`config.mk`:
```
export PLATFORM = sky130hd
export DESIGN_NAME = wdt_guard
export DESIGN_NICKNAME = d
export VERILOG_FILES = /design/src/rtl/wdt_pkg.sv /design/src/rtl/wdt_mode_reg.sv /design/src/rtl/wdt_prescaler.sv /design/src/rtl/wdt_final_stage.sv /design/src/rtl/wdt_guard.sv
export SDC_FILE = /design/constraint.sdc
export NUM_CORES = 1
export LEC_CHECK = 0
export BUFFER_PORTS_ARGS = -buffer_cell sky130_fd_sc_hd__buf_2
export CAP_MARGIN = 20
export CORE_ASPECT_RATIO = 1.2
export CORE_UTILIZATION = 52
export DETAILED_ROUTE_END_ITERATION = 8
export PLACE_DENSITY = 0.88
export SYNTH_ARGS = -nofsm -noshare
export SYNTH_HDL_FRONTEND = slang
export SYNTH_SLANG_ARGS = --single-unit
```
`constraint.sdc`:
```
create_clock -name clk -period 1.8 [get_ports clk]
set_input_delay 0.36 -clock clk [delete_from_list [all_inputs] [get_ports clk]]
set_output_delay 0.36 -clock clk [all_outputs]
set_load 0.01 [all_outputs]
```
`src/rtl/wdt_pkg.sv`:
```
package wdt_pkg;

  localparam int REG_W   = 8;
  localparam int CLR_POS = 6;
  localparam int CTL_LSB = 1;
  localparam int CTL_MSB = 3;
  localparam int CTL_W   = CTL_MSB - CTL_LSB + 1;

  typedef struct packed {
    logic             clr;
    logic [CTL_W-1:0] ctl;
  } mode_reg_t;

endpackage

```
`src/rtl/wdt_mode_reg.sv`:
```
module wdt_mode_reg
  import wdt_pkg::*;
#(
  parameter int              ADDR_W    = 8,
  parameter logic [ADDR_W-1:0] MODE_ADDR = 8'hCA
) (
  input  logic              clk,
  input  logic              rst_n,
  input  logic              reg_wr,
  input  logic [ADDR_W-1:0] reg_addr,
  input  logic [REG_W-1:0]  reg_wdata,
  output logic [REG_W-1:0]  reg_rdata,
  output logic              clr_req
);

  mode_reg_t state_q;
  mode_reg_t state_d;
  logic      hit;

  assign hit = reg_wr && (reg_addr == MODE_ADDR);

  always_comb begin
    state_d     = state_q;
    state_d.clr = 1'b0;
    if (hit) begin
      state_d.ctl = reg_wdata[CTL_MSB:CTL_LSB];
      state_d.clr = reg_wdata[CLR_POS];
    end
  end

  always_ff @(posedge clk or negedge rst_n) begin
    if (!rst_n) begin
      state_q <= '0;
    end else begin
      state_q <= state_d;
    end
  end

  always_comb begin
    reg_rdata                  = '0;
    reg_rdata[CTL_MSB:CTL_LSB] = state_q.ctl;
    reg_rdata[CLR_POS]         = state_q.clr;
  end

  assign clr_req = state_q.clr;

endmodule

```
`src/rtl/wdt_prescaler.sv`:
```
module wdt_prescaler #(
  parameter int HI_BITS = 14,
  parameter int LO_BITS = 8
) (
  input  logic               clk,
  input  logic               rst_n,
  input  logic               hold_zero,
  input  logic               step,
  input  logic               slow_mode,
  output logic               carry,
  output logic [HI_BITS-1:0] cnt
);

  logic [HI_BITS-1:0] cnt_q;
  logic [HI_BITS-1:0] cnt_d;
  logic [HI_BITS-1:0] limit;

  generate
    if (HI_BITS == LO_BITS) begin : g_same_len
      assign limit = '1;
    end else begin : g_two_len
      localparam logic [HI_BITS-1:0] LIM_HI = '1;
      localparam logic [HI_BITS-1:0] LIM_LO =
        {{(HI_BITS-LO_BITS){1'b0}}, {LO_BITS{1'b1}}};
      assign limit = slow_mode ? LIM_LO : LIM_HI;
    end
  endgenerate

  assign carry = step && (cnt_q == limit);

  always_comb begin
    cnt_d = cnt_q;
    if (hold_zero) begin
      cnt_d = '0;
    end else if (carry) begin
      cnt_d = '0;
    end else if (step) begin
      cnt_d = cnt_q + 1'b1;
    end
  end

  always_ff @(posedge clk or negedge rst_n) begin
    if (!rst_n) begin
      cnt_q <= '0;
    end else begin
      cnt_q <= cnt_d;
    end
  end

  assign cnt = cnt_q;

endmodule

```
`src/rtl/wdt_final_stage.sv`:
```
module wdt_final_stage #(
  parameter int FIN_BITS = 4
) (
  input  logic                clk,
  input  logic                rst_n,
  input  logic                hold_zero,
  input  logic                step,
  output logic                wrap,
  output logic [FIN_BITS-1:0] cnt
);

  localparam logic [FIN_BITS-1:0] LAST = '1;

  logic [FIN_BITS-1:0] cnt_q;
  logic [FIN_BITS-1:0] cnt_d;

  assign wrap = step && (cnt_q == LAST);

  always_comb begin
    cnt_d = cnt_q;
    if (hold_zero) begin
      cnt_d = '0;
    end else if (step) begin
      cnt_d = cnt_q + 1'b1;
    end
  end

  always_ff @(posedge clk or negedge rst_n) begin
    if (!rst_n) begin
      cnt_q <= '0;
    end else begin
      cnt_q <= cnt_d;
    end
  end

  assign cnt = cnt_q;

endmodule

```
`src/rtl/wdt_guard.sv`:
```
module wdt_guard
  import wdt_pkg::*;
#(
  parameter int                ADDR_W      = 8,
  parameter logic [ADDR_W-1:0] MODE_ADDR   = 8'hCA,
  parameter int                PRE_HI_BITS = 14,
  parameter int                PRE_LO_BITS = 8,
  parameter int                FIN_BITS    = 4
) (
  input  logic              clk,
  input  logic              rst_n,
  input  logic              tick_en,
  input  logic              cfg_enable,
  input  logic              cfg_slow,
  input  logic              powerdown,
  input  logic              reg_wr,
  input  logic [ADDR_W-1:0] reg_addr,
  input  logic [7:0]        reg_wdata,
  output logic [7:0]        reg_rdata,
  output logic              wdt_reset
);

  logic                   clr_req;
  logic                   hold_zero;
  logic                   pre_step;
  logic                   pre_carry;
  logic                   fin_wrap;
  logic [PRE_HI_BITS-1:0] pre_cnt;
  logic [FIN_BITS-1:0]    fin_cnt;
  logic                   pulse_q;
  logic                   pulse_d;

  wdt_mode_reg #(
    .ADDR_W    (ADDR_W),
    .MODE_ADDR (MODE_ADDR)
  ) u_mode (
    .clk       (clk),
    .rst_n     (rst_n),
    .reg_wr    (reg_wr),
    .reg_addr  (reg_addr),
    .reg_wdata (reg_wdata),
    .reg_rdata (reg_rdata),
    .clr_req   (clr_req)
  );

  assign hold_zero = !cfg_enable || clr_req;
  assign pre_step  = tick_en && !powerdown && !hold_zero;

  wdt_prescaler #(
    .HI_BITS (PRE_HI_BITS),
    .LO_BITS (PRE_LO_BITS)
  ) u_pre (
    .clk       (clk),
    .rst_n     (rst_n),
    .hold_zero (hold_zero),
    .step      (pre_step),
    .slow_mode (cfg_slow),
    .carry     (pre_carry),
    .cnt       (pre_cnt)
  );

  wdt_final_stage #(
    .FIN_BITS (FIN_BITS)
  ) u_fin (
    .clk       (clk),
    .rst_n     (rst_n),
    .hold_zero (hold_zero),
    .step      (pre_carry),
    .wrap      (fin_wrap),
    .cnt       (fin_cnt)
  );

  assign pulse_d = fin_wrap && cfg_enable;

  always_ff @(posedge clk or negedge rst_n) begin
    if (!rst_n) begin
      pulse_q <= 1'b0;
    end else begin
      pulse_q <= pulse_d;
    end
  end

  assign wdt_reset = pulse_q;

endmodule

```
### After elaboration in Yosys (flattened, before gate mapping)

Cells that the tools add are included.

* memory bits (writable): 0
* ROM bits: 0
* memories: 0
* flip-flop bits (word level): 23
* bits in latches: 0

* reductions and logical operators: 12
* shift operators: 0
* multiplexer cells: 7
* divide/modulo/power cells: 0
* add/sub/neg operators: 2
* equality and inequality tests: 3
* multiply operators: 0
* bitwise logic cells: 0
* order comparisons: 0

Operators with widths (count)
* $mux W14: 4
* $add A14 B1 Y14 const B: 1
* $eq A14 B14 Y1: 1
* $mux W4: 3
* $eq A8 B8 Y1 const B: 1
* $logic_and A1 B1 Y1: 6
* $add A4 B1 Y4 const B: 1
* $eq A4 B4 Y1 const B: 1
* $logic_not A1 Y1: 3
* $reduce_bool A3 Y1: 1
* $reduce_bool A2 Y1: 1
* $logic_or A1 B1 Y1: 1

### Depth between registers and ports, before layout

Gate-level depths: netlist (run 1).

* word-level depth: 7
* depth in mapped cells: 5
* depth with buffers taken out: 5

### Cells and area by module

From an unflattened synthesis (run 1), not the netlist that was laid out.

* cell total of the unflattened synthesis: 120
* area total of the unflattened synthesis: 1315.0 µm²

Modules (own cells, without submodules)
* wdt_prescaler: area each 810.8 µm², cells each 81, times used 1
* wdt_final_stage: area each 227.7 µm², cells each 18, times used 1
* wdt_mode_reg: area each 226.5 µm², cells each 17, times used 1
* wdt_guard: area each 50.0 µm², cells each 4, times used 1

### Worst setup path before layout (run 1)

Ideal clock, no wire load.

* path kind: reg-to-reg
* from: register u_pre.cnt_q[9], in the netlist u_pre.cnt[9]
* to: register u_fin.cnt_q[2], in the netlist u_fin.cnt[2]
* stages on the path, launching flop included: 5
* arrival: 1.581 ns
* path buffers: 0
* setup slack: 0.140 ns
* clock period less this slack: 1.660 ns
* required time: 1.721 ns
* library setup time: 0.079 ns
* cells stage by stage: dfrtp_1 nor4b_1 nand2_1 a2111oi_4 mux2i_1

* cells in the longest elaborated chain, start to end: 3

Ends and longest elaborated chain
* start: declaration: line wdt_prescaler.sv:14 `logic [HI_BITS-1:0] cnt_q;`
* start signal: assignment: line wdt_prescaler.sv:46 `cnt_q <= cnt_d;`
* $eq A14 B14 Y1: line wdt_prescaler.sv:29 `assign carry = step && (cnt_q == limit);`
* $logic_and A1 B1 Y1: line wdt_prescaler.sv:29
* $reduce_bool A2 Y1 (no line)
* end signal: assignment: line wdt_final_stage.sv:32 `cnt_q <= cnt_d;`
* end: declaration: line wdt_final_stage.sv:14 `logic [FIN_BITS-1:0] cnt_q;`

No other way between the ends.
A chain may end at the register's enable or synchronous reset.

### Worst setup path in the final report (run 1)

* from: register u_pre.cnt_q[12], in the netlist u_pre.cnt[12]
* to: register u_fin.cnt_q[0], in the netlist u_fin.cnt[0]

The elaborated chain is that of the path after synthesis.

==> summary.md, run 1 <==
| Metric | Value |
|---|---|
| Total CTS buffers | 3 |
| CTS tree | yes |
| Total number of vias | 1131 |
| Worst-path clk slew | 140 ps |
| CTS Sinks | 23 |
| Cell internal pwr | 0.000642 W |
| Psw | 0.000221 W |
| Worst Hold Launch | reg_wdata[6] |
| Startpoint types | register |
| Worst Hold Endpoint | u_mode.clr_req$_DFF_PN0_ |
| Clock period minus worst slack | 1750 ps |
| Die height | 57.3 um |
| Drt total wl | 2760 um |
| CP Class | register to register |
| Final Skew | 9.12 ps |
| Most frequent cells in the layout | buf_2, dfrtp_1, nand2_1 |
| Hold Vio Cnt, Final | 0 |
| Clk Latency, worst-skew pair | 330 ps |
| Initial Util | 0.562 |
| Die W | 48.1 um |
| Maximum Capacitance Violations | 0 |
| Iteration-0 DRC Markers | 23 |
| Multi-input gate area | 697 um^2 |
| Count of pins over their slew limit | 0 |
| Routed WL per cell | 14.1 um |
| Min setup slack post-route | 53.5 ps |
| Top Ports | 32 |
| Reg power frac | 0.609 |
| Synth warn | 0 |
| Status | complete, no violations |
| Maximum clock rate | 0.573 GHz |
| Crit share post-route | 0.970 |
| Reg2reg path depth | 4 |
| # fillers | 191 |
| Hold_ws | 215 ps |
| I/O Buffers | 23 |
| H-tree levels | 1 |
| Relative slew slack | 0.656 |
| Post-synthesis async set-or-reset flop share | 1.00 |
| Clock share of power | 0.293 |
| Crit path arrival time | 2010 ps |
| DP HPWL | 2070 um |
| Crit-path max FO | 5 |
| Pre-antenna DRT Iters | 4 |
| DRC | 0 |
| Vias per Instance | 5.80 |
| Antenna Violating Nets Remaining | 0 |
| Largest net degree at the start of global routing | 24 |
| Die area | 0.00275 mm^2 |
| Post-route cell area | 0.00157 mm^2 |
| Main synth FF type | dfrtp_1 |
| R2r startpoint | u_pre.cnt[12]$_DFFE_PN0P_ |
| Share of cells above drive strength 1 | 0.305 |
| Post-synth EDFFs | 0 |
| Syn avg cell area | 10.2 um^2 |
| Measured slew at the worst slew-check pin | 516 ps |
| CP endpoint kind | register |
| CTS Buffer Depth | 2 |
| Core Area | 0.00235 mm^2 |
| RSZ-0062 raised after global routing | true |
| R2r setup slk | 50 ps |
| Reg2reg end | u_fin.cnt[0]$_DFFE_PN0P_ |
| Hold depth | 3 |
| Sw Ratio | 0.256 |
| Netlist cell types | 34 |
| Gpl congestion | 0.755 |
| Ant diodes | 0 |
| Final setup vio count | 0 |
| Row count | 19 |
| Clock Tree Root | clkbuf_4 |
| Flop and latch count out of synthesis | 23 |
| DP Worst Slack | -20.9 ps |
| Setup TNS | 0 ps |
| Peak VDD IR | 401 uV |
| Nets | 190 |
| Dpl cell area | 0.00150 mm^2 |
| Synth Instances | 130 |
| GRT overflow | 0 |
| Power per cell area | 550 mW/mm^2 |
| Worst hold path type | primary input to register |
| Vias in the first global route | 1117 |
| Layout area overhead | 18.5% |
| First-pass GRT wire length | 4510 um |
| Netlist Area Pre-Place | 0.00132 mm^2 |
| Sequential area share after synthesis | 0.435 |
| Initial antenna violation count | 0 |
| Tot GR Track Use | 0.229 |
| Storage cell area | 576 um^2 |
| Leak | 0.705 nW |
| CP required | 2060 ps |
| Combinational cell fraction of total power | 0.098 |
through the flow:
| step | utilization | total power (W) | cells |
|---|---|---|---|
| after floorplan | - | 0.000576 | 133 |
| after global placement | 0.637 | 0.000611 | 187 |
| after detailed placement | 0.637 | 0.000615 | 187 |
| after CTS | 0.655 | 0.000864 | 192 |
| after global routing | 0.667 | 0.000899 | 195 |
| final | 0.667 | 0.000863 | 195 |
sequential cells by signal, summed over array words and instances (netlist names):
| register | flops |
|---|---|
| u_fin.cnt | 4 |
| u_mode.reg_rdata | 3 |
| wdt_reset | 1 |
| u_mode.clr_req | 1 |
| u_pre.cnt | 14 |
cells in the mapped netlist (2+ instances only):
cell type / count / area [um^2]
inv_1: 2 / 7.51
nand3_1: 5 / 25.0
dfrtp_1: 23 / 576
and4_1: 2 / 17.5
or3_1: 6 / 37.5
o21ai_0: 6 / 30.0
xor2_1: 6 / 52.6
ha_1: 2 / 25.0
a211oi_4: 2 / 40.0
a2111oi_4: 2 / 55.1
nor2b_1: 2 / 12.5
mux2_2: 3 / 33.8
buf_4: 5 / 37.5
and3_1: 4 / 25.0
nor2_1: 3 / 11.3
nand4_1: 4 / 25.0
mux2i_1: 4 / 40.0
nand2_1: 17 / 63.8
o211ai_1: 3 / 22.5
clkbuf_1: 3 / 11.3
nand2b_1: 4 / 25.0
o2111ai_1: 2 / 17.5
nor3_1: 6 / 30.0
a211oi_1: 4 / 30.0
final cells by class:
type                            instances  share of cell area
Inverter                                2             0.00478
Tap cell                               31              0.0247
Clock inverter                          1             0.00319
Timing Repair Buffer                   37               0.142
Clock buffer                            3              0.0144
Multi-Input combinational cell         98               0.444
Sequential cell                        23               0.367
critical path, stage by stage (launching register included):
cell,delay (ps)
dfrtp_1,410
nand4_1,160
or3_4,470
a211oi_4,400
mux2i_1,240
how the worst max path moves through the flow:
stage | startpoint | to | slack, ps
6_report | u_pre.cnt[12]$_DFFE_PN0P_ | u_fin.cnt[0]$_DFFE_PN0P_ | 50
5_1_grt | u_pre.cnt[12]$_DFFE_PN0P_ | u_fin.cnt[0]$_DFFE_PN0P_ | -20
4_1_cts | u_pre.cnt[12]$_DFFE_PN0P_ | u_fin.cnt[0]$_DFFE_PN0P_ | 20
3_5_place_dp | u_pre.cnt[12]$_DFFE_PN0P_ | u_fin.cnt[1]$_DFFE_PN0P_ | -20
3_3_place_gp | u_pre.cnt[12]$_DFFE_PN0P_ | u_fin.cnt[0]$_DFFE_PN0P_ | 60
2_1_floorplan | u_pre.cnt[9]$_DFFE_PN0P_ | u_fin.cnt[2]$_DFFE_PN0P_ | 140
cells by family (layout without fill, tap and decap cells):
logic type | after synthesis | count (layout) | share of synthesized area
flops | 23 | 23 | 0.435
xor+xnor | 6 | 6 | 0.0397
mux | 7 | 7 | 0.0558
fa+ha+maj | 2 | 2 | 0.0189
buf+inv | 12 | 43 | 0.0548
other cells | 1 | 4 | 0.00283
simple gates | 58 | 58 | 0.236
compound gates | 21 | 21 | 0.157
power by group through the flow:
| stage | logic, W | clock network [W] | registers, W |
|---|---|---|---|
| 2_1_floorplan | 0.0000392 | 0 | 0.000537 |
| 3_3_place_gp | 0.0000748 | 0 | 0.000536 |
| 3_5_place_dp | 0.0000784 | 0 | 0.000536 |
| 4_1_cts | 0.0000805 | 0.000257 | 0.000527 |
| 5_1_grt | 0.0000942 | 0.000278 | 0.000527 |
| 6_report | 0.0000843 | 0.000253 | 0.000526 |
per-layer routing:
| layer | vias up | GRT usage | wire length (um) |
|---|---|---|---|
| li1 | 533 | - | - |
| met3 | 5 | 0.0316 | 89 |
| met1 | 563 | 0.251 | 1090 |
| met5 | - | 0 | 0 |
| met2 | 30 | 0.421 | 1540 |
| met4 | 0 | 0.0833 | 44 |
timing repair:
item	in CTS	in global routing
hold endpoints to repair	13	0
buffers inserted	0	3
setup endpoints to repair	6	10
pin swaps	1	1
gates resized for setup	1	2
hold buffers	1	0
(Power assumes the default switching activity.)
==> run 2, diff against run 1 <==
GPL_TIMING_DRIVEN = 0   (was unset)
==> summary.md, run 2 (same netlist as run 1, synthesis figures left out) <==
| Metric | Value |
|---|---|
| Core Area | 0.00235 mm^2 (unchanged) |
| Die area | 0.00275 mm^2 (unchanged) |
| First-pass GRT wire length | 4510 um (-0.16%) |
| CTS tree | yes |
| Relative slew slack | 0.654 (-0.00190) |
| Die height | 57.3 um (unchanged) |
| Iteration-0 DRC Markers | 42 (+83%) |
| Antenna Violating Nets Remaining | 0 (unchanged) |
| Post-route cell area | 0.00160 mm^2 (+1.8%) |
| I/O Buffers | 23 (unchanged) |
| Most frequent cells in the layout | buf_2, dfrtp_1, nand2_1 |
| Crit share post-route | 1.01 (+0.0373) |
| Row count | 19 (unchanged) |
| Pre-antenna DRT Iters | 4 (unchanged) |
| Clk Latency, worst-skew pair | 320 ps (about the same) |
| CP endpoint kind | register |
| Gpl congestion | 0.777 (+2.8%) |
| Share of cells above drive strength 1 | 0.323 (+0.0183) |
| CP required | 2030 ps (-30 ps) |
| Worst hold path type | primary input to asynchronous set/reset pin |
| Layout area overhead | 20.6% |
| Largest register FFs | 14 (unchanged) |
| Tot GR Track Use | 0.231 (+0.00143) |
| Final Skew | 1.36 ps (-7.76 ps) |
| Clock Tree Root | clkbuf_4 |
| Die W | 48.1 um (unchanged) |
| Initial Util | 0.562 (unchanged) |
| Violated checks | negative hold slack, negative setup slack |
| Finished Core Util | 0.678 (+0.0117) |
| Measured slew at the worst slew-check pin | 519 ps (+2.86 ps) |
| Maximum Capacitance Violations | 0 (unchanged) |
| Nets | 190 (unchanged) |
| Dpl cell area | 0.00149 mm^2 (-0.67%) |
| Commonest non-fill, non-tap cell in the layout | buf_2 |
| Vias in the first global route | 1087 (-2.7%) |
| Min setup slack post-route | -13.6 ps (-67.1 ps) |
| Leak | 0.701 nW (-0.66%) |
| H-tree levels | 1 (unchanged) |
| Final setup vio count | 1 (+1) |
| Crit path arrival time | 2050 ps (+40 ps) |
| Hold_ws | -9.78 ps (-225 ps) |
| Placed Cells | 187 (unchanged) |
| Drt total wl | 2950 um (+7.0%) |
| Power per cell area | 539 mW/mm^2 (-1.9%) |
| DRC | 0 (unchanged) |
| Layout Cells excl Fill | 195 (unchanged) |
| Worst-path clk slew | 130 ps (about the same) |
| CP Class | register to register |
| Max stage delay cell, worst path | dfrtp_1 |
| Top Ports | 32 (unchanged) |
| Peak VDD IR | 495 uV (+23%) |
| Hold buffer count at CTS | 0 (-1) |
| Crit-path max FO | 5 (unchanged) |
| Maximum clock rate | 0.551 GHz (-3.7%) |
| Setup TNS | -13.6 ps (-13.6 ps) |
| Total CTS buffers | 3 (unchanged) |
| Worst-path cell chain | and4_1 -> o2111ai_1 -> or3_1 -> a211oi_1 |
| Count of pins over their slew limit | 0 (unchanged) |
| Startpoint types | register |
| Critical path startpoint | u_pre.cnt[3]$_DFFE_PN0P_ |
| DP HPWL | 2070 um (about the same) |
| Initial antenna violation count | 0 (unchanged) |
| CTS Sinks | 23 (unchanged) |
| Largest net degree at the start of global routing | 24 (unchanged) |
| Clock period minus worst slack | 1810 ps (+67.1 ps) |
| Total number of vias | 1136 (+0.44%) |
| Ant diodes | 0 (unchanged) |
| RSZ-0062 raised after global routing | true |
| R2r startpoint | u_pre.cnt[3]$_DFFE_PN0P_ |
| Vias per Instance | 5.83 (+0.44%) |
| Hold Vio Cnt, Final | 23 (+23) |
| Routed WL per cell | 15.1 um (+7.0%) |
| CTS Buffer Depth | 2 (unchanged) |
| GRT overflow | 0 (unchanged) |
| Status | complete, but fails checks |
| CP max stage delay | 440 ps (-30 ps) |
## run 2: worst max-delay path: cells and delay by family (launching register included)
| family | cells | cell delay, ps |
|---|---|---|
| AO/OA/AOI/OAI | 2 | 560 |
| flip-flops | 1 | 440 |
| AND/OR/NAND/NOR | 2 | 730 |
## run 2: area by class of cell
cell class	instances	area (um^2)
Sequential cell	23	577
Clock buffer	3	22.5
Clock inverter	1	5.00
Multi-Input combinational cell	98	719
Tap cell	31	38.8
Fill cell	187	757
Inverter	2	7.51
Timing Repair Buffer	28	165
Buffer	9	61.3
## run 2: what timing repair did
item / in CTS / in global routing
buffers inserted: 3 / 2
endpoints found under the setup margin: 16 / 8
gates resized for setup: 4 / 4
pin swaps: 4 / 2
## run 2: worst paths after layout
check / to / slack, ps / cells after the start
min reg2reg: u_mode.reg_rdata[1]$_DFFE_PN0P_ / 530 / 1
min: u_pre.cnt[5]$_DFFE_PN0P_ / -10 / 1
max in group asynchronous: u_pre.cnt[9]$_DFFE_PN0P_ / 1440 / 1
max reg2reg: u_pre.cnt[11]$_DFFE_PN0P_ / -10 / 4
min in group clk: u_mode.clr_req$_DFF_PN0_ / 230 / 3
max: u_pre.cnt[11]$_DFFE_PN0P_ / -10 / 4
## run 2: routing by layer
layer	vias to the layer above	track usage	wire length [um]
li1	531	-	-
met1	559	0.257	1110
met2	41	0.415	1680
met3	5	0.0411	123
met4	0	0.0794	36
met5	-	0	0
## run 2: report_power, final
part | switching [W] | internal, W | total, W | leakage [nW]
combinational | 0.0000492 | 0.0000355 | 0.0000846 | 0.365
sequential | 0.00000412 | 0.000522 | 0.000526 | 0.318
clock | 0.000167 | 0.0000833 | 0.000250 | 0.0177
## run 2: stage by stage
step | worst slack (ps) | power, W
global placement | 2.04 | 0.000612
global route | -80.0 | 0.000890
CTS | 22.3 | 0.000860
finish | -13.6 | 0.000861
detailed placement | -99.6 | 0.000616
floorplan | 140 | 0.000576
==> run 3, diff against run 2 <==
SKIP_CTS_REPAIR_TIMING = 1   (was unset)
==> summary.md, run 3 (same netlist as run 1, synthesis figures left out) <==
| Metric | Value |
|---|---|
| Pre-antenna DRT Iters | 4 (unchanged) |
| Crit-path max FO | 7 (+2) |
| Ant diodes | 0 (unchanged) |
| Nets | 188 (-1.1%) |
| Critical path's top delay family | flip-flops |
| Routed WL per cell | 14.8 um (-2.2%) |
| Placed Cells | 187 (unchanged) |
| GRT overflow | 0 (unchanged) |
| Buf+Inv Stages, Crit Path | 1 (+1) |
| Clock Tree Root | clkbuf_4 |
| H-tree levels | 1 (unchanged) |
| Iteration-0 DRC Markers | 23 (-45%) |
| Vias in the first global route | 1089 (+0.18%) |
| Tot GR Track Use | 0.229 (-0.00124) |
| Cell internal pwr | 0.000641 W (about the same) |
| Leak | 0.690 nW (-1.5%) |
| RSZ-0062 raised after global routing | true |
| CP required | 2060 ps (+30 ps) |
| CP Class | register to register |
| R2r setup slk | 50 ps (+70 ps) |
| Total CTS buffers | 3 (unchanged) |
| Drt total wl | 2860 um (-3.2%) |
| CTS Buffer Depth | 2 (unchanged) |
| Worst hold path type | primary input to asynchronous set/reset pin |
| Largest register FFs | 14 (unchanged) |
| CTS Sinks | 23 (unchanged) |
| Row count | 19 (unchanged) |
| Power per cell area | 542 mW/mm^2 (+0.49%) |
| Die W | 48.1 um (unchanged) |
| Clock share of power | 0.289 (-0.002) |
| Most frequent cells in the layout | buf_2, dfrtp_1, nand2_1 |
| Layout Cells excl Fill | 193 (-1.0%) |
| Worst-path cell chain | nand2_1 -> or3_1 -> buf_6 -> a211oi_4 -> mux2i_1 |
| Min setup slack post-route | 54.2 ps (+67.8 ps) |
| Share of cells above drive strength 1 | 0.346 (+0.0225) |
| Vias per Instance | 5.76 (-1.1%) |
| Initial Util | 0.562 (unchanged) |
| Reg2reg path depth | 5 (+1) |
| CP max stage delay | 490 ps (+50 ps) |
| Hold Vio Cnt, Final | 23 (unchanged) |
| # fillers | 194 (+3.7%) |
| Measured slew at the worst slew-check pin | 517 ps (-1.68 ps) |
| I/O Buffers | 23 (unchanged) |
| CP endpoint kind | register |
| Layout area overhead | 19.8% |
| Finished Core Util | 0.674 (-0.00479) |
| Relative slew slack | 0.655 (+0.00112) |
| Maximum clock rate | 0.573 GHz (+3.9%) |
| Worst-path clk slew | 130 ps (about the same) |
| Top Ports | 32 (unchanged) |
| Core Area | 0.00235 mm^2 (unchanged) |
| Gpl congestion | 0.777 (unchanged) |
| Status | complete, but fails checks |
| Final Skew | 8.09 ps (+6.72 ps) |
| Violated checks | negative hold slack |
| Maximum Capacitance Violations | 0 (unchanged) |
| First-pass GRT wire length | 4490 um (-0.44%) |
| Reg power frac | 0.613 (+0.002) |
| Setup crit end | u_fin.cnt[1]$_DFFE_PN0P_ |
| Worst path depth | 5 (+1) |
| Clock period minus worst slack | 1750 ps (-67.8 ps) |
| Startpoint types | register |
| DRC | 0 (unchanged) |
| Psw | 0.000218 W (-0.81%) |
| Peak VDD IR | 500 uV (+0.96%) |
| DP Worst Slack | -99.6 ps (unchanged) |
| Critical path startpoint | u_pre.cnt[8]$_DFFE_PN0P_ |
| DP HPWL | 2070 um (unchanged) |
| Die height | 57.3 um (unchanged) |
| R2r startpoint | u_pre.cnt[8]$_DFFE_PN0P_ |
| Clk Latency, worst-skew pair | 320 ps (about the same) |
| Largest net degree at the start of global routing | 24 (unchanged) |
| Reg2reg end | u_fin.cnt[1]$_DFFE_PN0P_ |
| Final setup vio count | 0 (-1) |
| Antenna Violating Nets Remaining | 0 (unchanged) |
| Commonest non-fill, non-tap cell in the layout | buf_2 |
| CTS tree | yes |
| Count of pins over their slew limit | 0 (unchanged) |
| PnR Total Power | 0.000859 W (-0.21%) |
| Combinational cell fraction of total power | 0.098 (about the same) |
| Sw Ratio | 0.254 (-0.00152) |
| Hold_ws | -12.3 ps (-2.51 ps) |
| Initial antenna violation count | 0 (unchanged) |
| Crit path arrival time | 2000 ps (-50 ps) |
| Max stage delay cell, worst path | dfrtp_1 |
| Die area | 0.00275 mm^2 (unchanged) |
| Crit share post-route | 0.970 (-0.0377) |
| Total number of vias | 1112 (-2.1%) |
## run 3: layer usage
metal	vias to the layer above	wire (um)	GRT usage
li1	530	-	-
met1	539	1120	0.259
met2	37	1590	0.403
met3	6	115	0.0443
met4	0	36	0.0873
met5	-	0	0
## run 3: stage by stage
| stage | setup TNS (ps) | hold slack (ps) | instance area [um^2] |
|---|---|---|---|
| 3_3_place_gp | 0 | 352 | 1490 |
| 3_5_place_dp | -1100 | 363 | 1490 |
| 4_1_cts | -1430 | 8.74 | 1520 |
| 5_1_grt | -46.0 | 23.7 | 1590 |
| 2_1_floorplan | 0 | 64.4 | 1340 |
| 6_report | 0 | -12.3 | 1590 |
## run 3: worst min-delay path by stage
stage          cells past startpoint                   endpoint
2_1_floorplan                      0   u_fin.cnt[0]$_DFFE_PN0P_
3_3_place_gp                       1   u_pre.cnt[5]$_DFFE_PN0P_
3_5_place_dp                       1   u_pre.cnt[9]$_DFFE_PN0P_
4_1_cts                            1  u_pre.cnt[12]$_DFFE_PN0P_
5_1_grt                            1   u_pre.cnt[5]$_DFFE_PN0P_
6_report                           1   u_fin.cnt[2]$_DFFE_PN0P_
## run 3: cell type report
type	count	area (um^2)	area share
timing repair buffer	26	138	0.0868
clock buffer	3	22.5	0.0142
tap	31	38.8	0.0245
sequential	23	578	0.365
inverter	2	7.51	0.00474
clock inverter	1	5.00	0.00316
buffer	9	61.3	0.0387
multi-input combinational	98	734	0.463
## run 3: power by group through the flow
stage          clock network, W   logic, W  registers, W
3_5_place_dp                  0  0.0000799      0.000536
3_3_place_gp                  0  0.0000764      0.000536
4_1_cts                0.000252  0.0000802      0.000526
6_report               0.000248  0.0000844      0.000527
5_1_grt                0.000271  0.0000947      0.000527
2_1_floorplan                 0  0.0000392      0.000537
## run 3: worst register-to-register path, cell delays in order, from the launching register on
cell and delay, ps:
dfrtp_1 490, nand2_1 90, or3_1 370, buf_6 160, a211oi_4 330, mux2i_1 240
